===== src/rtl/pa_pkg.sv =====
package pa_pkg;
   typedef enum logic {
      PA_EVENT = 1'b0,
      PA_GATED = 1'b1
   } pa_mode_e;
endpackage


===== src/rtl/pa_sync.sv =====
module pa_sync #(
   parameter int STAGES = 2
) (
   input  logic clk,
   input  logic rst_n,
   input  logic d_async,
   output logic level,
   output logic rise,
   output logic fall
);
   logic [STAGES-1:0] chain;
   logic              prev;

   generate
      if (STAGES < 2) begin : g_bad
         $error("pa_sync: STAGES must be at least 2");
      end
   endgenerate

   always_ff @(posedge clk or negedge rst_n) begin
      if (!rst_n) begin
         chain <= '0;
         prev  <= 1'b0;
      end else begin
         chain <= {chain[STAGES-2:0], d_async};
         prev  <= chain[STAGES-1];
      end
   end

   assign level = chain[STAGES-1];
   assign rise  = level & ~prev;
   assign fall  = ~level & prev;
endmodule


===== src/rtl/pa_prescale.sv =====
module pa_prescale #(
   parameter int DIV = 64
) (
   input  logic clk,
   input  logic rst_n,
   output logic tick
);
   generate
      if (DIV < 1) begin : g_bad
         $error("pa_prescale: DIV must be positive");
      end else if (DIV == 1) begin : g_pass
         assign tick = 1'b1;
      end else begin : g_div
         localparam int PW = $clog2(DIV);
         localparam logic [PW-1:0] LAST = PW'(DIV - 1);
         logic [PW-1:0] phase;

         always_ff @(posedge clk or negedge rst_n) begin
            if (!rst_n)             phase <= '0;
            else if (phase == LAST) phase <= '0;
            else                    phase <= phase + 1'b1;
         end

         assign tick = (phase == LAST);

         // gated clock ticks are isolated single cycles
         a_r4_tick_spacing: assert property (@(posedge clk) disable iff (!rst_n)
            tick |=> !tick);
      end
   endgenerate
endmodule


===== src/rtl/pa_counter.sv =====
module pa_counter #(
   parameter int W = 8
) (
   input  logic         clk,
   input  logic         rst_n,
   input  logic         inc,
   input  logic         we,
   input  logic [W-1:0] wdata,
   output logic [W-1:0] count,
   output logic         wrap
);
   localparam logic [W-1:0] TOP = {W{1'b1}};

   generate
      if (W < 2) begin : g_bad
         $error("pa_counter: W must be at least 2");
      end
   endgenerate

   // count register deliberately has no reset
   always_ff @(posedge clk) begin
      if (we)       count <= wdata;
      else if (inc) count <= count + 1'b1;
   end

   assign wrap = inc && !we && (count == TOP);

   a_r8_write_wins: assert property (@(posedge clk) disable iff (!rst_n)
      we |=> count == $past(wdata));

   a_r2_single_step: assert property (@(posedge clk) disable iff (!rst_n)
      (inc && !we) |=> count == W'($past(count) + 1'b1));
endmodule


===== src/rtl/pulse_accum.sv =====
module pulse_accum
   import pa_pkg::*;
#(
   parameter int CNT_W       = 8,
   parameter int GATE_DIV    = 64,
   parameter int SYNC_STAGES = 2
) (
   input  logic             clk,
   input  logic             rst_n,
   input  logic             acc_en,
   input  logic             gate_mode,
   input  logic             pol,
   input  logic             ovf_ie,
   input  logic             edge_ie,
   input  logic             pin_in,
   input  logic             cnt_we,
   input  logic [CNT_W-1:0] cnt_wdata,
   output logic [CNT_W-1:0] cnt_rdata,
   input  logic             ovf_clr,
   input  logic             edge_clr,
   output logic             ovf_flag,
   output logic             edge_flag,
   output logic             ovf_irq,
   output logic             edge_irq
);
   logic     s_level, s_rise, s_fall;
   logic     tick, sel_edge, active, inc, wrap;
   pa_mode_e mode;

   assign mode = pa_mode_e'(gate_mode);

   pa_sync #(.STAGES(SYNC_STAGES)) u_sync (
      .clk(clk), .rst_n(rst_n), .d_async(pin_in),
      .level(s_level), .rise(s_rise), .fall(s_fall)
   );

   pa_prescale #(.DIV(GATE_DIV)) u_pre (
      .clk(clk), .rst_n(rst_n), .tick(tick)
   );

   // one polarity bit: counting edge in event mode, inhibit level in gated mode
   assign sel_edge = pol ? s_fall : s_rise;
   assign active   = s_level ^ pol;

   always_comb begin
      inc = 1'b0;
      if (acc_en) begin
         case (mode)
            PA_GATED: inc = tick && active;
            default:  inc = sel_edge;
         endcase
      end
   end

   pa_counter #(.W(CNT_W)) u_cnt (
      .clk(clk), .rst_n(rst_n), .inc(inc), .we(cnt_we),
      .wdata(cnt_wdata), .count(cnt_rdata), .wrap(wrap)
   );

   always_ff @(posedge clk or negedge rst_n) begin
      if (!rst_n) begin
         ovf_flag  <= 1'b0;
         edge_flag <= 1'b0;
      end else begin
         if (wrap)                    ovf_flag  <= 1'b1;
         else if (ovf_clr)            ovf_flag  <= 1'b0;
         if (acc_en && sel_edge)      edge_flag <= 1'b1;
         else if (edge_clr)           edge_flag <= 1'b0;
      end
   end

   assign ovf_irq  = ovf_flag & ovf_ie;
   assign edge_irq = edge_flag & edge_ie;

   a_r5_wrap_sets_flag: assert property (@(posedge clk) disable iff (!rst_n)
      wrap |=> ovf_flag);

   a_r6_edge_sets_flag: assert property (@(posedge clk) disable iff (!rst_n)
      (acc_en && sel_edge) |=> edge_flag);

   a_r1_disabled_hold: assert property (@(posedge clk) disable iff (!rst_n)
      (!acc_en && !cnt_we) |=> $stable(cnt_rdata));

   a_r7_flag_only_by_set_clr: assert property (@(posedge clk) disable iff (!rst_n)
      (!wrap && !ovf_clr) |=> $stable(ovf_flag));

   a_r9_flags_clear_after_reset: assert property (@(posedge clk) disable iff (!rst_n)
      $rose(rst_n) |-> (!ovf_flag && !edge_flag));
endmodule


===== config.mk =====
export PLATFORM = sky130hd
export DESIGN_NAME = pulse_accum
export DESIGN_NICKNAME = d
export VERILOG_FILES = /design/src/rtl/pa_pkg.sv /design/src/rtl/pa_sync.sv /design/src/rtl/pa_prescale.sv /design/src/rtl/pa_counter.sv /design/src/rtl/pulse_accum.sv
export SDC_FILE = /design/constraint.sdc
export NUM_CORES = 1
export LEC_CHECK = 0
export BUFFER_PORTS_ARGS = -buffer_cell sky130_fd_sc_hd__buf_4
export CAP_MARGIN = 20
export CORE_AREA = 2 2 50 52
export CTS_CLUSTER_SIZE = 14
export DETAILED_ROUTE_END_ITERATION = 10
export DIE_AREA = 0 0 52 54
export GPL_ROUTABILITY_DRIVEN = 0
export PLACE_DENSITY = 0.7
export SETUP_SLACK_MARGIN = 0.15
export SYNTH_ARGS = -nofsm -noshare
export SYNTH_HDL_FRONTEND = slang
export SYNTH_SLANG_ARGS = --single-unit

===== constraint.sdc =====
create_clock -name clk -period 1.9 [get_ports clk]
set_input_delay 0.285 -clock clk [delete_from_list [all_inputs] [get_ports clk]]
set_output_delay 0.285 -clock clk [all_outputs]
set_load 0.1 [all_outputs]

---- Yosys cells after proc, flatten, opt, wreduce, memory -nomap -nowiden ----
Index checks and enable logic that the tools add are counted.
cells by class
  add/subtract/negate cells ............... 2
  equality and inequality tests ........... 2
  muxes and demuxes ....................... 10
  bitwise logic cells ..................... 7
  reduce and logical (&&, ||, !) cells .... 8
operator list
  operator                                                       number
  8-bit 2-to-1 mux                                               2
  8-bit by 1-bit adder with 8-bit output, second input constant  1
  8-bit equality test, second input constant                     1
  1-bit 2-to-1 mux                                               7
  6-bit by 1-bit adder with 6-bit output, second input constant  1
  6-bit equality test, second input constant                     1
  6-bit 2-to-1 mux                                               1
  2-bit nonzero test                                             3
  1-bit AND                                                      4
  1-bit logical AND                                              4
  1-bit inverter                                                 2
  1-bit logical NOT                                              1
  1-bit bitwise XOR                                              1
storage, ports and cells
  flip-flop bits (word level) ............. 19
  input bits .............................. 19
  word-level logic and storage cells ...... 35

---- Longest topological paths before layout ----
  word-level depth ........................ 8
  gate-level depth with buffers ........... 4

---- By module ----
A second synthesis with hierarchy kept.
unflattened totals
  cells, all modules ...................... 89
  area, all modules ....................... 930.9 um^2
by module, submodules not included
  module       times used  cells each  area each (um^2)
  pa_counter   1           47          461.7
  pa_prescale  1           20          242.7
  pulse_accum  1           17          136.4
  pa_sync      1           5           90.1

---- Worst setup path before layout ----
No wires, ideal clock.
  kind .................................... reg-to-output
  start ................................... register edge_flag
  end ..................................... output edge_irq
  arrival time ............................ 1.777 ns
  required time ........................... 1.615 ns
  path slack .............................. -0.162 ns
  stages on the path, launching flop included .. 2
  path buffers ............................ 0
  cell sequence ........................... dfrtp_1 > and2_1
on the way
  word-level cells in the longest chain between the ends .. 1
RTL lines
  item                    RTL line           RTL
  start, declared         pulse_accum.sv:22  output logic edge_flag,
  start signal, assigned  pulse_accum.sv:63  edge_flag <= 1'b0;
  start signal, assigned  pulse_accum.sv:67  if (acc_en && sel_edge) edge_flag <= 1'b1;
  start signal, assigned  pulse_accum.sv:68  else if (edge_clr) edge_flag <= 1'b0;
  1-bit AND               pulse_accum.sv:73  assign edge_irq = edge_flag & edge_ie;
  end, declared           pulse_accum.sv:24  output logic edge_irq
No other way between the ends.

---- Worst setup path after layout ----
  start ................................... register u_pre.g_div.phase[0]
  end ..................................... register u_cnt.count[3], enable pin
on the way
  word-level cells in the longest chain between the ends .. 5
RTL lines
  item                          RTL line           RTL
  start, declared               pa_prescale.sv:16  logic [PW-1:0] phase;
  start signal, assigned        pa_prescale.sv:21  else phase <= phase + 1'b1;
  6-bit equality test           pa_prescale.sv:24  assign tick = (phase == LAST);
  1-bit logical AND             pulse_accum.sv:49  PA_GATED: inc = tick && active;
  1-bit 2-to-1 mux              pulse_accum.sv:48  case (mode)
  1-bit 2-to-1 mux              pulse_accum.sv:47  if (acc_en) begin
  2-bit nonzero test (no line)  --
  end signal, assigned          pa_counter.sv:22   if (we) count <= wdata;
  end signal, assigned          pa_counter.sv:23   else if (inc) count <= count + 1'b1;
  end, declared                 pa_counter.sv:9    output logic [W-1:0] count,
No other way between the ends.
A chain may end at the register's enable or synchronous reset.

==> results by group <==
Min path
  – Worst Hold Class: in2reg

Critical path
  – Slowest CP cell: dfrtp_1
  – Crit path capture type: register
  – Startpoint Class: register
  – Crit path max-delay family: compound AO/OA/AOI/OAI gates
  – CP max FO: 5
  – CP Data Arrival Time: 1.66 ns
  – Buffers & Inverters on Critical Path: 1
  – Crit Path Class: reg2reg
  – Critical Path Max Stage Delay: 0.42 ns
  – CP cell instances: ha_1 -> a31oi_1 -> o31ai_4 -> buf_4
  – Required @ worst endpoint: 1.91 ns

Die
  – Core Rows: 18
  – Core ar.: 2320 µm²
  – Die Ht: 54 µm
  – # IOs: 31
  – Die Wd: 52 µm
  – Starting density of the core: 0.3991
  – Die area: 2808 µm²

Synthesis
  – Yosys warnings: 0
  – Synth Instances: 85
  – Dominant synthesized flop cell: dfrtp_1
  – Post-synth top cells: 11 x dfrtp_1, 10 x o21ai_0, 8 x edfxtp_1, 8 x nand3_1, 7 x nand2_1
  – Synth area leaders: dfrtp_1 30%, edfxtp_1 26%, o21ai_0 5.4%
  – Most common cell in the netlist: dfrtp_1
  – Post-synth top area cell: dfrtp_1
  – Syn_nets: 106
  – Post-synth EDFFs: 8
  – Fraction of registers with async set/reset: 0.5789
  – Netlist cell types: 30
  – Sequential area share after synthesis: 0.5568
  – Mapped Area: 925.9 µm²
  – Yosys reg bits: 19
  – Syn avg cell area: 10.89 µm²
  – Share of the synthesized area in the top cell type: 0.2973

Global route
  – First-pass GRT wire length: 3.077 mm
  – Number of global-route vias before repair: 730
  – Total gr overflow: 0
  – Largest net degree at the start of global routing: 14
  – GR Util All Layers: 0.1510
  – Initial antenna violation count: 0

Clocking
  – H-tree depth: 1
  – CTS buffer count: 3
  – Root buffer cell: clkbuf_4
  – Sinks on Clock Net: 19
  – Max Buffers Root-to-Sink: 2
  – CTS tree: yes
  – Clock Latency Late Sink: 0.28 ns
  – Clock transition at path regs: 0.10 ns

Cells and area
  – Layout Utilization: 0.5399
  – Ant. Diodes: 0
  – Non-filler cells, final: 151
  – Nets: 143
  – Layout cells sized above 1: 0.3554
  – Area growth syn-to-layout: 35.27%

Power and ir drop
  – Leak Pwr: 0.5536 nW
  – PD cells: 759.5 nW/µm²
  – Power Total: 951.3 µW
  – Worst VDD drop: 388.6 µV

Detailed routing
  – Routed WL: 1.881 mm
  – Residual DRC count: 0
  – Initial drt markers: 15
  – Drt first pass iters: 4
  – Via count: 756
  – Via density: 5.007
  – Antenna viol nets, final: 0
  – Avg WL per Cell: 12.46 µm

Outcome
  – Status: complete, no violations

Timing
  – Slew Viols, Final: 0
  – RSZ-0062 raised after global routing: false
  – Post-route minimum period: 1.647 ns
  – Maximum operating frequency: 0.6071 GHz
  – Slew headroom: 0.7481
  – Setup WS post-layout: 0.2528 ns
  – Hold Violations, Final: 0
  – Final worst path period share: 0.8669
  – Worst Tran Pin Value: 0.3761 ns
  – Fin Hold WS: 0.09808 ns
  – Worst Skew: 0.0007839 ns
  – Final setup violation count: 0

Placement
  – Worst slack, placed: 0.1026 ns
  – Dpl hpwl: 1.524 mm
  – Placed Cells: 144
  – IO Port Bufs: 30

Job
  – Max-cap violations: 0
power breakdown:
part / leakage (nW) / switching (mW) / internal (mW) / total [mW]
clock network: 0.0150 / 0.112 / 0.0815 / 0.193
logic: 0.328 / 0.198 / 0.0808 / 0.279
registers: 0.210 / 0.0230 / 0.457 / 0.480
flip-flops by register name, summed over array words and instances, names as in the netlist:
register and flops:
u_pre.g_div.phase 6, u_sync.chain 2, u_cnt.count 8, u_sync.prev 1
ovf_flag 1, edge_flag 1
worst reg2reg max path, delay by kind of cell, from the launching register on:
family,cells,cell delay [ns]
AO/OA/AOI/OAI,2,0.50
flip-flops,1,0.42
buffers and inverters,1,0.19
adder cells (fa/ha/maj),1,0.27
area by class of cell:
type | instances | area, µm²
Clock buffer | 4 | 26.28
Multi-Input combinational cell | 61 | 407.9
Inverter | 4 | 15.01
Timing Repair Buffer | 33 | 250.2
Fill cell | 211 | 1067
Sequential cell | 19 | 515.5
Tap cell | 30 | 37.54
worst paths after layout:
path | start | to | slack (ns) | depth (start not counted)
worst max-delay path | u_pre.g_div.phase[0] | u_cnt.count[3] | 0.25 | 4
worst min-delay path | pin_in | u_sync.chain[0] | 0.1 | 1
worst max register to register | u_pre.g_div.phase[0] | u_cnt.count[3] | 0.25 | 4
worst min register to register | u_sync.chain[0] | u_sync.chain[1] | 0.37 | 0
max in group asynchronous | rst_n | u_pre.g_div.phase[5] | 1.41 | 2
min in group asynchronous | rst_n | u_pre.g_div.phase[2] | 0.35 | 2
routing by layer:
| metal | wire [µm] | vias up | track usage |
|---|---|---|---|
| met2 | 982 | 20 | 0.2806 |
| met1 | 778 | 352 | 0.1749 |
| li1 | - | 380 | - |
| met5 | 0 | - | 0 |
| met3 | 103 | 4 | 0.02500 |
| met4 | 16 | 0 | 0.05263 |
cell families after synthesis:
family | after synthesis | share of synthesized area
muxes | 2 | 0.02297
adders and majority gates | 2 | 0.02702
buffers and inverters | 5 | 0.02026
and+or+nand+nor | 33 | 0.1946
xor gates and xnor gates | 6 | 0.05676
DFF | 19 | 0.5568
AOI/OAI and AO/OA | 18 | 0.1216
layout by cell type (no fill, tap or decap):
| cell | n |
|---|---|
| inv_1 | 4 |
| ha_1 | 2 |
| clkbuf_4 | 3 |
| nand2b_1 | 1 |
| nand4_1 | 1 |
| and3_2 | 1 |
| dlygate4sd3_1 | 1 |
| a21oi_1 | 1 |
| nor2_1 | 4 |
| nand2_1 | 7 |
| a31oi_1 | 3 |
| or3b_1 | 1 |
| nor2b_1 | 1 |
| o41ai_2 | 1 |
| mux2_2 | 1 |
| buf_4 | 32 |
| edfxtp_1 | 8 |
| and3_1 | 1 |
| xor2_1 | 4 |
| or4_1 | 1 |
| xnor2_1 | 2 |
| nand3_1 | 8 |
| and2_2 | 2 |
| mux2i_1 | 1 |
| or3_1 | 2 |
| o21ai_0 | 10 |
| clkbuf_1 | 1 |
| and2b_2 | 2 |
| o22ai_1 | 1 |
| or2b_1 | 1 |
| o31ai_4 | 1 |
| dfrtp_1 | 11 |
| a2bb2oi_1 | 1 |
per-stage QoR:
step           setup TNS (ns)  area [µm²]
2_1_floorplan         -0.4082       933.4
3_3_place_gp                0        1192
3_5_place_dp                0        1192
4_1_cts                     0        1237
5_1_grt                     0        1252
6_report                    0        1252
what timing repair did:
action / in CTS / in global routing
hold endpoints to repair: 11 / 0
setup buffers: 0 / 2
hold buffers: 1 / 0
setup endpoints to repair: 8 / 8
pin swaps: 0 / 1
gates resized for setup: 1 / 0
No activity file was read; power rests on OpenSTA's default activity.
